--- config.mk ---
export PLATFORM = sky130hd
export DESIGN_NAME = intra4x4_pred
export DESIGN_NICKNAME = d
export VERILOG_FILES = /design/src/rtl/intra4_pkg.sv /design/src/rtl/intra4_nbr_prep.sv /design/src/rtl/intra4_dc_calc.sv /design/src/rtl/intra4_pix_grid.sv /design/src/rtl/intra4_row_seq.sv /design/src/rtl/intra4x4_pred.sv
export SDC_FILE = /design/constraint.sdc
export NUM_CORES = 1
export LEC_CHECK = 0
export ABC_AREA = 1
export ABC_CLOCK_PERIOD_IN_PS = 4870
export BUFFER_PORTS_ARGS = -buffer_cell sky130_fd_sc_hd__buf_2
export CELL_PAD_IN_SITES_DETAIL_PLACEMENT = 1
export CELL_PAD_IN_SITES_GLOBAL_PLACEMENT = 1
export CORE_MARGIN = 2
export CORE_UTILIZATION = 30
export CTS_CLUSTER_SIZE = 30
export DETAILED_ROUTE_END_ITERATION = 10
export MAX_ROUTING_LAYER = met4
export PLACE_DENSITY_LB_ADDON = 0.1
export REMOVE_ABC_BUFFERS = 1
export SYNTH_ARGS = -nofsm -noshare
export SYNTH_HDL_FRONTEND = slang
export SYNTH_SLANG_ARGS = --single-unit
--- constraint.sdc ---
create_clock -name clk -period 4.87 [get_ports clk]
set_input_delay 0.487 -clock clk [delete_from_list [all_inputs] [get_ports clk]]
set_output_delay 0.487 -clock clk [all_outputs]
set_load 0.01 [all_outputs]
--- src/rtl/intra4_pkg.sv ---
package intra4_pkg;
  localparam int PIX_W    = 8;
  localparam int BLK_N    = 4;
  localparam int ROW_W    = PIX_W * BLK_N;
  localparam int BLK_W    = ROW_W * BLK_N;
  localparam int EDGE_N   = 2 * BLK_N + 1;
  localparam int EDGE_W   = EDGE_N * PIX_W;
  localparam int UEXT_W   = 2 * ROW_W;
  localparam int SUM_W    = PIX_W + $clog2(2 * BLK_N) + 1;

  typedef logic [PIX_W-1:0] pix_t;

  localparam pix_t MID = pix_t'(1 << (PIX_W - 1));

  localparam logic [3:0] M_VERT = 4'd0;
  localparam logic [3:0] M_HORZ = 4'd1;
  localparam logic [3:0] M_DC   = 4'd2;
  localparam logic [3:0] M_DDL  = 4'd3;
  localparam logic [3:0] M_DDR  = 4'd4;
  localparam logic [3:0] M_VR   = 4'd5;
  localparam logic [3:0] M_HD   = 4'd6;
  localparam logic [3:0] M_VL   = 4'd7;
  localparam logic [3:0] M_HU   = 4'd8;
  localparam logic [3:0] MODE_MAX = M_HU;

  // floor((a+b)/2)
  function automatic pix_t hadd(pix_t a, pix_t b);
    logic [PIX_W:0] s;
    s = {1'b0, a} + {1'b0, b};
    return s[PIX_W:1];
  endfunction

  // signed floor((a-b)/2), low byte kept
  function automatic pix_t hsub(pix_t a, pix_t b);
    logic signed [PIX_W+1:0] df;
    df = $signed({2'b00, a}) - $signed({2'b00, b});
    df = df >>> 1;
    return df[PIX_W-1:0];
  endfunction

  // (a + 2b + c + 2) >> 2 using halving steps only
  function automatic pix_t filt3(pix_t a, pix_t b, pix_t c);
    return hsub(hadd(a, c), ~b) + MID;
  endfunction

  // (a + b + 1) >> 1 using a halving subtract
  function automatic pix_t avg2(pix_t a, pix_t b);
    return hsub(a, ~b) + MID;
  endfunction

  function automatic pix_t byte_at(logic [EDGE_W-1:0] v, int k);
    int kk;
    kk = (k < 0) ? 0 : ((k > EDGE_N - 1) ? EDGE_N - 1 : k);
    return v[kk*PIX_W +: PIX_W];
  endfunction

  // edge vector: byte BLK_N is the corner, above to the high side, left to the low side
  function automatic pix_t up_px(logic [EDGE_W-1:0] e, int i);
    return byte_at(e, BLK_N + 1 + i);
  endfunction

  function automatic pix_t lf_px(logic [EDGE_W-1:0] e, int j);
    return byte_at(e, BLK_N - 1 - j);
  endfunction

  function automatic pix_t ux_px(logic [UEXT_W-1:0] ue, int i);
    return byte_at({{(EDGE_W-UEXT_W){1'b0}}, ue}, i);
  endfunction

  function automatic pix_t calc_pixel(logic [3:0] mode, int x, int y,
                                      logic [EDGE_W-1:0] e,
                                      logic [UEXT_W-1:0] ue, pix_t dcv);
    int   z, k;
    pix_t q;
    q = byte_at(e, BLK_N);
    unique case (mode)
      M_VERT: return up_px(e, x);
      M_HORZ: return lf_px(e, y);
      M_DC:   return dcv;
      M_DDL: begin
        if (x == BLK_N - 1 && y == BLK_N - 1)
          return filt3(ux_px(ue, 6), ux_px(ue, 7), ux_px(ue, 7));
        return filt3(ux_px(ue, x + y), ux_px(ue, x + y + 1), ux_px(ue, x + y + 2));
      end
      M_DDR: return filt3(byte_at(e, BLK_N - 1 + x - y), byte_at(e, BLK_N + x - y),
                          byte_at(e, BLK_N + 1 + x - y));
      M_VR: begin
        z = 2 * x - y;
        k = x - (y >> 1);
        if (z >= 0 && (z % 2) == 0) return avg2(up_px(e, k - 1), up_px(e, k));
        if (z > 0)                  return filt3(up_px(e, k - 2), up_px(e, k - 1), up_px(e, k));
        if (z == -1)                return filt3(lf_px(e, 0), q, up_px(e, 0));
        return filt3(lf_px(e, y - 1), lf_px(e, y - 2), lf_px(e, y - 3));
      end
      M_HD: begin
        z = 2 * y - x;
        k = y - (x >> 1);
        if (z >= 0 && (z % 2) == 0) return avg2(lf_px(e, k - 1), lf_px(e, k));
        if (z > 0)                  return filt3(lf_px(e, k - 2), lf_px(e, k - 1), lf_px(e, k));
        if (z == -1)                return filt3(lf_px(e, 0), q, up_px(e, 0));
        return filt3(up_px(e, x - 1), up_px(e, x - 2), up_px(e, x - 3));
      end
      M_VL: begin
        k = x + (y >> 1);
        if ((y % 2) == 0) return avg2(ux_px(ue, k), ux_px(ue, k + 1));
        return filt3(ux_px(ue, k), ux_px(ue, k + 1), ux_px(ue, k + 2));
      end
      M_HU: begin
        z = x + 2 * y;
        k = y + (x >> 1);
        if (z < 5 && (z % 2) == 0) return avg2(lf_px(e, k), lf_px(e, k + 1));
        if (z < 5)                 return filt3(lf_px(e, k), lf_px(e, k + 1), lf_px(e, k + 2));
        if (z == 5)                return filt3(lf_px(e, 2), lf_px(e, 3), lf_px(e, 3));
        return lf_px(e, 3);
      end
      default: return '0;
    endcase
  endfunction
endpackage

--- src/rtl/intra4_nbr_prep.sv ---
module intra4_nbr_prep
  import intra4_pkg::*;
(
  input  logic [ROW_W-1:0]  left_px,
  input  logic [UEXT_W-1:0] above_px,
  input  logic [PIX_W-1:0]  corner_px,
  input  logic              avail_upright,
  output logic [EDGE_W-1:0] edge_vec,
  output logic [UEXT_W-1:0] above_ext
);
  // low bytes: left pixels bottom-up, then corner, then the four above
  generate
    for (genvar j = 0; j < BLK_N; j++) begin : g_left
      assign edge_vec[(BLK_N-1-j)*PIX_W +: PIX_W] = left_px[j*PIX_W +: PIX_W];
    end
    for (genvar i = 0; i < BLK_N; i++) begin : g_up
      assign edge_vec[(BLK_N+1+i)*PIX_W +: PIX_W] = above_px[i*PIX_W +: PIX_W];
      assign above_ext[i*PIX_W +: PIX_W]          = above_px[i*PIX_W +: PIX_W];
      assign above_ext[(BLK_N+i)*PIX_W +: PIX_W]  = avail_upright
                                                    ? above_px[(BLK_N+i)*PIX_W +: PIX_W]
                                                    : above_px[(BLK_N-1)*PIX_W +: PIX_W];
    end
  endgenerate
  assign edge_vec[BLK_N*PIX_W +: PIX_W] = corner_px;
endmodule

--- src/rtl/intra4_dc_calc.sv ---
module intra4_dc_calc
  import intra4_pkg::*;
(
  input  logic [ROW_W-1:0] left_px,
  input  logic [ROW_W-1:0] above_px,
  input  logic             avail_up,
  input  logic             avail_left,
  output pix_t             dc_val
);
  localparam int SH_ONE  = $clog2(BLK_N);
  localparam int SH_BOTH = SH_ONE + 1;

  logic [SUM_W-1:0] sum_up, sum_left, both;

  always_comb begin
    sum_up   = '0;
    sum_left = '0;
    for (int i = 0; i < BLK_N; i++) begin
      sum_up   = sum_up   + SUM_W'(above_px[i*PIX_W +: PIX_W]);
      sum_left = sum_left + SUM_W'(left_px[i*PIX_W +: PIX_W]);
    end
    both = sum_up + sum_left + SUM_W'(BLK_N);
    unique case ({avail_up, avail_left})
      2'b11:   dc_val = pix_t'(both >> SH_BOTH);
      2'b10:   dc_val = pix_t'((sum_up + SUM_W'(BLK_N / 2)) >> SH_ONE);
      2'b01:   dc_val = pix_t'((sum_left + SUM_W'(BLK_N / 2)) >> SH_ONE);
      default: dc_val = MID;
    endcase
  end
endmodule

--- src/rtl/intra4_pix_grid.sv ---
module intra4_pix_grid
  import intra4_pkg::*;
(
  input  logic [3:0]        mode,
  input  logic [EDGE_W-1:0] edge_vec,
  input  logic [UEXT_W-1:0] above_ext,
  input  pix_t              dc_val,
  output logic [BLK_W-1:0]  blk
);
  generate
    for (genvar gy = 0; gy < BLK_N; gy++) begin : g_row
      for (genvar gx = 0; gx < BLK_N; gx++) begin : g_col
        assign blk[(gy*BLK_N+gx)*PIX_W +: PIX_W] =
          calc_pixel(mode, gx, gy, edge_vec, above_ext, dc_val);
      end
    end
  endgenerate
endmodule

--- src/rtl/intra4_row_seq.sv ---
module intra4_row_seq
  import intra4_pkg::*;
(
  input  logic             clk,
  input  logic             rst_n,
  input  logic             load,
  input  logic             err_in,
  input  logic [BLK_W-1:0] blk,
  output logic             ready,
  output logic             row_valid,
  output logic             row_last,
  output logic [ROW_W-1:0] row_data,
  output logic             mode_err
);
  localparam int BEAT_W = $clog2(BLK_N);
  localparam logic [BEAT_W-1:0] LAST_BEAT = BEAT_W'(BLK_N - 1);

  logic [BLK_W-1:0]  blk_q;
  logic [BEAT_W-1:0] beat;

  always_ff @(posedge clk) begin
    if (!rst_n) begin
      blk_q     <= '0;
      beat      <= '0;
      row_valid <= 1'b0;
      mode_err  <= 1'b0;
    end else begin
      mode_err <= err_in;
      if (load) begin
        blk_q     <= blk;
        beat      <= '0;
        row_valid <= 1'b1;
      end else if (row_valid) begin
        if (beat == LAST_BEAT) row_valid <= 1'b0;
        else                   beat      <= beat + 1'b1;
      end
    end
  end

  assign ready    = ~row_valid;
  assign row_last = row_valid && (beat == LAST_BEAT);
  assign row_data = blk_q[beat*ROW_W +: ROW_W];
endmodule

--- src/rtl/intra4x4_pred.sv ---
module intra4x4_pred
  import intra4_pkg::*;
(
  input  logic             clk,
  input  logic             rst_n,
  input  logic             start,
  input  logic [3:0]       mode,
  input  logic             avail_up,
  input  logic             avail_left,
  input  logic             avail_upright,
  input  logic [31:0]      left_px,
  input  logic [63:0]      above_px,
  input  logic [7:0]       corner_px,
  output logic             ready,
  output logic             row_valid,
  output logic             row_last,
  output logic [31:0]      row_data,
  output logic             mode_err
);
  // named events for the checker
  logic start_acc, mode_legal, row_load, err_evt;
  assign start_acc  = start && ready;
  assign mode_legal = (mode <= MODE_MAX);
  assign row_load   = start_acc && mode_legal;
  assign err_evt    = start_acc && !mode_legal;

  logic [EDGE_W-1:0] edge_vec;
  logic [UEXT_W-1:0] above_ext;
  pix_t              dc_val;
  logic [BLK_W-1:0]  blk;

  intra4_nbr_prep u_prep (
    .left_px       (left_px),
    .above_px      (above_px),
    .corner_px     (corner_px),
    .avail_upright (avail_upright),
    .edge_vec      (edge_vec),
    .above_ext     (above_ext)
  );

  intra4_dc_calc u_dc (
    .left_px    (left_px),
    .above_px   (above_px[ROW_W-1:0]),
    .avail_up   (avail_up),
    .avail_left (avail_left),
    .dc_val     (dc_val)
  );

  intra4_pix_grid u_grid (
    .mode      (mode),
    .edge_vec  (edge_vec),
    .above_ext (above_ext),
    .dc_val    (dc_val),
    .blk       (blk)
  );

  intra4_row_seq u_seq (
    .clk       (clk),
    .rst_n     (rst_n),
    .load      (row_load),
    .err_in    (err_evt),
    .blk       (blk),
    .ready     (ready),
    .row_valid (row_valid),
    .row_last  (row_last),
    .row_data  (row_data),
    .mode_err  (mode_err)
  );
endmodule

=== After elaboration in Yosys (flattened, before gate mapping) ===
Cells that the tools add are included.

* Add/subtract/negate cells: 72
* Multiply operators: 0
* Divide/modulo/power cells: 0
* Order comparisons: 1
* Equality and inequality tests: 12
* Shift-type cells: 1
* Multiplexer cells: 84
* Bitwise logic cells: 16
* Reduce and logical (&&, ||, !) cells: 9

{| class="wikitable"
|+ Operators with widths
! cell !! number
|-
| case mux 8 bit (9 select lines) || 12
|-
| 2-to-1 mux 8 bit || 53
|-
| case mux 8 bit (8 select lines) || 4
|-
| subtractor 8 x 8 -> 9 bit || 23
|-
| adder 8 bit, second input constant || 24
|-
| adder 8 x 8 -> 9 bit || 15
|-
| indexed part select 128 x 8 -> 32 bit || 1
|-
| NOT 8 bit || 13
|-
| adder 11 x 8 -> 11 bit || 4
|-
| case mux 8 bit (3 select lines) || 1
|-
| adder 10 x 2 -> 10 bit, second input constant || 2
|-
| == test 4 x 3 -> 1 bit, second input constant || 4
|-
| 2-to-1 mux 1 bit || 14
|-
| adder 11 bit || 1
|-
| adder 11 x 3 -> 11 bit, second input constant || 1
|-
| subtractor 7 x 8 -> 9 bit || 1
|-
| == test 4 x 2 -> 1 bit, second input constant || 2
|-
| == test 2 bit, second input constant || 3
|-
| == test 4 x 1 -> 1 bit, second input constant || 1
|-
| == test 4 bit, second input constant || 1
|-
| less-or-equal comparator 4 bit, second input constant || 1
|-
| logical AND 1 bit || 4
|-
| logical NOT 4 bit || 1
|-
| OR reduction 2 bit || 2
|-
| 5 further kinds || 7
|}

* Flip-flop bits (word level): 132
* Bits in latches: 0
* RAM bits: 0
* Bits in read-only memories: 0
* Input bits: 114
* Memories: 0

=== Logic depth before layout (Yosys ltp) ===
* Depth in word-level cells: 7
* Gate-level depth with buffers: 34
* Mapped depth without buffers: 32

=== Modules after synthesis ===
Synthesis repeated with hierarchy kept, for this count alone.

* Cell total of the unflattened synthesis: 5516
* Area total of the unflattened synthesis: 30285.3 um^2

{| class="wikitable"
|+ By module, submodules not included
! module !! times used !! cells an instance !! area each (um^2)
|-
| intra4_pix_grid || 1 || 3923 || 20164.3
|-
| intra4_row_seq || 1 || 954 || 6123.4
|-
| intra4_dc_calc || 1 || 451 || 2867.8
|-
| intra4_nbr_prep || 1 || 181 || 1098.6
|-
| intra4x4_pred || 1 || 7 || 31.3
|}

=== Worst setup path after synthesis ===
Ideal clock, no wire load.

* Path kind: input to register
* Start point: input above_px[0]
* End point: register u_seq.blk_q[63]
* Setup time: 0.112 ns
* Data arrival time: 4.570 ns
* Required time: 4.758 ns
* Setup slack: 0.188 ns
* Stages: 29
* Path buffers: 1
* Cells stage by stage: ha_1 > fa_1 > inv_1 > fa_1 > inv_1 > ha_1 > fa_1 > nand3_1 > nand2_1 > nand2_1 > nand2_1 > ha_1 > ha_1 > nand2_1 > nor2_1 > nand3_1 > o211ai_1 > nand2_1 > o21ai_1 > a21oi_1 > o21ai_0 > nand2_1 > inv_1 > nand2_2 > nand2_4 > buf_6 > nand3_1 > nand2_1 > nand2_1

* Longest elaborated chain between the ends: 7
* Elaborated cells on any way between the ends: 16
* Those cells by class: 12 x add/sub; 4 x mux

{| class="wikitable"
|+ Ends and longest elaborated chain
! element !! line !! source
|-
| start, declared || intra4x4_pred.sv:12 || <nowiki>input logic [63:0] above_px,</nowiki>
|-
| adder 8 x 8 -> 9 bit || intra4_dc_calc.sv:19 || <nowiki>sum_up = sum_up + SUM_W'(above_px[i*PIX_W +: PIX_W]);</nowiki>
|-
| adder 11 x 8 -> 11 bit (2 in a row) || intra4_dc_calc.sv:19 ||
|-
| adder 11 bit || intra4_dc_calc.sv:22 || <nowiki>both = sum_up + sum_left + SUM_W'(BLK_N);</nowiki>
|-
| adder 11 x 3 -> 11 bit || intra4_dc_calc.sv:22 ||
|-
| case mux 8 bit (3 select lines) || intra4_dc_calc.sv:23 || <nowiki>unique case ({avail_up, avail_left})</nowiki>
|-
| case mux 8 bit (9 select lines) (*) || intra4_pkg.sv:76 || <nowiki>unique case (mode)</nowiki>
|-
| end signal, assigned || intra4_row_seq.sv:30 || <nowiki>blk_q <= blk;</nowiki>
|-
| end, declared || intra4_row_seq.sv:18 || <nowiki>logic [BLK_W-1:0] blk_q;</nowiki>
|}

Every way passes the cells marked *; elsewhere a longest branch is shown, timed or not.
A chain may end at the register's enable or synchronous reset.

=== Worst setup path after layout ===
* Start point: input above_px[2]
* End point: register u_seq.blk_q[14]

The elaborated chain is that of the path after synthesis.

==> out/metrics.yaml <==
netlist_top_cells_area: "nand2_1 (16%), ha_1 (15%), dfxtp_1 (11%), inv_1 (7.2%), nand3_1 (5.7%)"
synth.distinct_cells: 61
clock_insertion_delay_worst_skew_ns: 0.51
mostFrequentLayoutCell: "nand2_1"
placed_cell_area_um2: 27200
slew_headroom: 0.196
final_cell_area_um2: 28200
yosysTopAreaCellShare: 0.158
cts_buffers: 17
synth_cells: 3785
yosys_most_used_dff: "dfxtp_1"
grt-ovfl-total: 0
max-clock-path-buffers: 2
final_nets: 4597
status: "finished clean"
finalHoldViolations: 0
fp.dieH_um: 283
htree_num_levels: 4
r2r_setup_slack_ns: 2.85
holdCritPathClass: "in2reg"
drtPass1Iterations: 6
grt_max_degree: 124
nFillCells: 10100
hold_slack_ns: 0.249
synth_edf_count: 0
period_share: 0.951
critPathLaunch: "above_px[2]"
critPathCaptureType: "flip-flop"
core_area_um2: 77200
ant_nets: 0
cts.sinks: 132
endpoint: "u_seq.blk_q[14]"
setup_viol: 0
grt_pass1_wl_um: 200000
antenna_found_initial: 5
ys_seq_elements: 132
tritoncts: "yes"
ff2ff_path_depth: 7
instances_no_fill: 5193
maxSlewViolCount: 0
skew_ns: 0.00954
multi_input_area_um2: 18900
cap_viol_max_count: 0
routed_wl_um: 139000
fp-row-count: 102
synth_top_area_cell: "nand2_1"
grt_use_total: 0.351
io_pins: 150
crit_arrival_ns: 5.03
grt_pass1_vias: 29100
clk_pin_slew_worst_paths_ns: 0.08
via_per_inst: 5.55
layout_common_cells: "nand2_1 (982), inv_1 (442), nor2_1 (299)"
syn_area_um2: 23300
crit_type: "in2reg"
cp_max_fo: 6
p_per_area_nw_per_um2: 347
synthArstFlopShare: 0
portBuffers: 149
areaGrowthSynthToFinish_pct: 20.7
register_area_um2: 2640
cp-start-kind: "input port"
die_area_um2: 80100
timing.rr.start: "u_seq.row_valid"
antenna_cells: 0
vias: 28800
ir_worst_vdd_mv: 0.198
leakage_nw: 15.0
crit_path_max_incr_delay_ns: 0.49
syn_area_per_cell_um2: 6.17
critPathRequiredTime_ns: 5.26
place.gp.congestion: 0.990
r2r_end: "u_seq.blk_q[108]"
remaining_drc_errors: 0
tns_ns: 0
worst_pin_slew_ns: 1.20
max_freq_mhz: 216
crit_path_top_delay_cell: "fa_1"
dpl.cell_count: 5159
start_util: 0.302
dieWidth_um: 283
yosys_warnings: 0
period_needed_ns: 4.63
yosysSeqAreaShare: 0.113
cts_root_buf: "clkbuf_16"
wl_per_cell_um: 26.9
cp_common_cell: "nand2_1"
drive_above_1_share: 0.148
drtIter0Drc: 2448
dpl.hpwl_um: 117000
==> cell families after synthesis <==
kind of cell | Yosys count | share of synthesized area
compound gates | 725 | 0.184
xor+xnor | 159 | 0.0596
fa+ha+maj | 343 | 0.202
buf+inv | 573 | 0.0959
flops | 132 | 0.113
simple gates | 1853 | 0.346
==> worst max-delay path, delay by kind of cell <==
| kind | cells | cell delay [ns] |
|---|---|---|
| xor+xnor | 1 | 0.18 |
| fa+ha+maj | 5 | 1.59 |
| compound gates | 4 | 0.44 |
| buf+inv | 6 | 0.78 |
| simple gates | 15 | 1.53 |
==> metrics by stage <==
stage          total power (W)  setup slack, ns   util
2_1_floorplan          0.00504           -0.611      -
3_3_place_gp           0.00792           -0.525  0.352
3_5_place_dp           0.00796           -0.585  0.352
4_1_cts                0.00941          0.00780  0.360
5_1_grt                 0.0105          -0.0570  0.365
6_report               0.00979            0.239  0.365
==> report_power, final <==
| group | switching, W | leakage (nW) | total (W) | internal (W) |
|---|---|---|---|---|
| combinational | 0.00455 | 13.7 | 0.00721 | 0.00266 |
| clock | 0.000719 | 0.285 | 0.00140 | 0.000682 |
| sequential | 0.0000357 | 1.07 | 0.00118 | 0.00115 |
| total | 0.00530 | 15.0 | 0.00979 | 0.00449 |
==> cells in the mapped netlist (8+ instances only) <==
cell type,n
nand2_1,984
inv_1,447
nor2_1,304
ha_1,287
nand3_1,268
a21oi_1,257
o21ai_0,214
dfxtp_1,132
nand4_1,99
xor2_1,97
clkbuf_1,68
nor3_1,62
xnor2_1,62
fa_1,56
o22ai_1,40
a22o_1,39
o211ai_1,36
o21bai_1,36
nor4_1,30
buf_2,27
or2_2,25
nand3b_1,22
o2111ai_1,18
o21ai_1,16
inv_2,15
nand2_2,15
a21o_1,14
a221oi_1,11
nand3_2,10
or2_1,8
==> worst min path at each step <==
stage                    start               to  slack (ns)  cells after the start
2_1_floorplan  u_seq.blk_q[70]  u_seq.blk_q[70]        0.42                      2
3_3_place_gp   u_seq.blk_q[61]  u_seq.blk_q[61]        0.43                      2
6_report                 start   u_seq.mode_err        0.25                      3
3_5_place_dp   u_seq.blk_q[54]  u_seq.blk_q[54]        0.44                      2
4_1_cts                  start   u_seq.mode_err        0.23                      3
5_1_grt                  start   u_seq.mode_err        0.24                      3
==> flip-flops by register name, summed over array words and instances, names as in the netlist <==
signal,flops
u_seq.beat,2
u_seq.blk_q,128
u_seq.row_valid,1
u_seq.mode_err,1
==> layer usage <==
metal,share of wire,global-route usage
met2,0.46,0.570
met4,0.033,0.103
met1,0.45,0.455
met3,0.059,0.0461
met5,0,-
==> layout make-up <==
type | count | area share
Inverter | 467 | 0.0623
Timing Repair Buffer | 442 | 0.107
Clock buffer | 17 | 0.0151
Multi-Input combinational cell | 3080 | 0.670
Sequential cell | 132 | 0.0938
Clock inverter | 15 | 0.00546
Tap cell | 1040 | 0.0462
==> repair_timing <==
item,in CTS,in global routing
pin swaps,0,14
setup buffers,0,2
gates resized for setup,2,66
hold buffers,0,0
setup endpoints to repair,7,85
No activity file was read; power rests on OpenSTA's default activity.
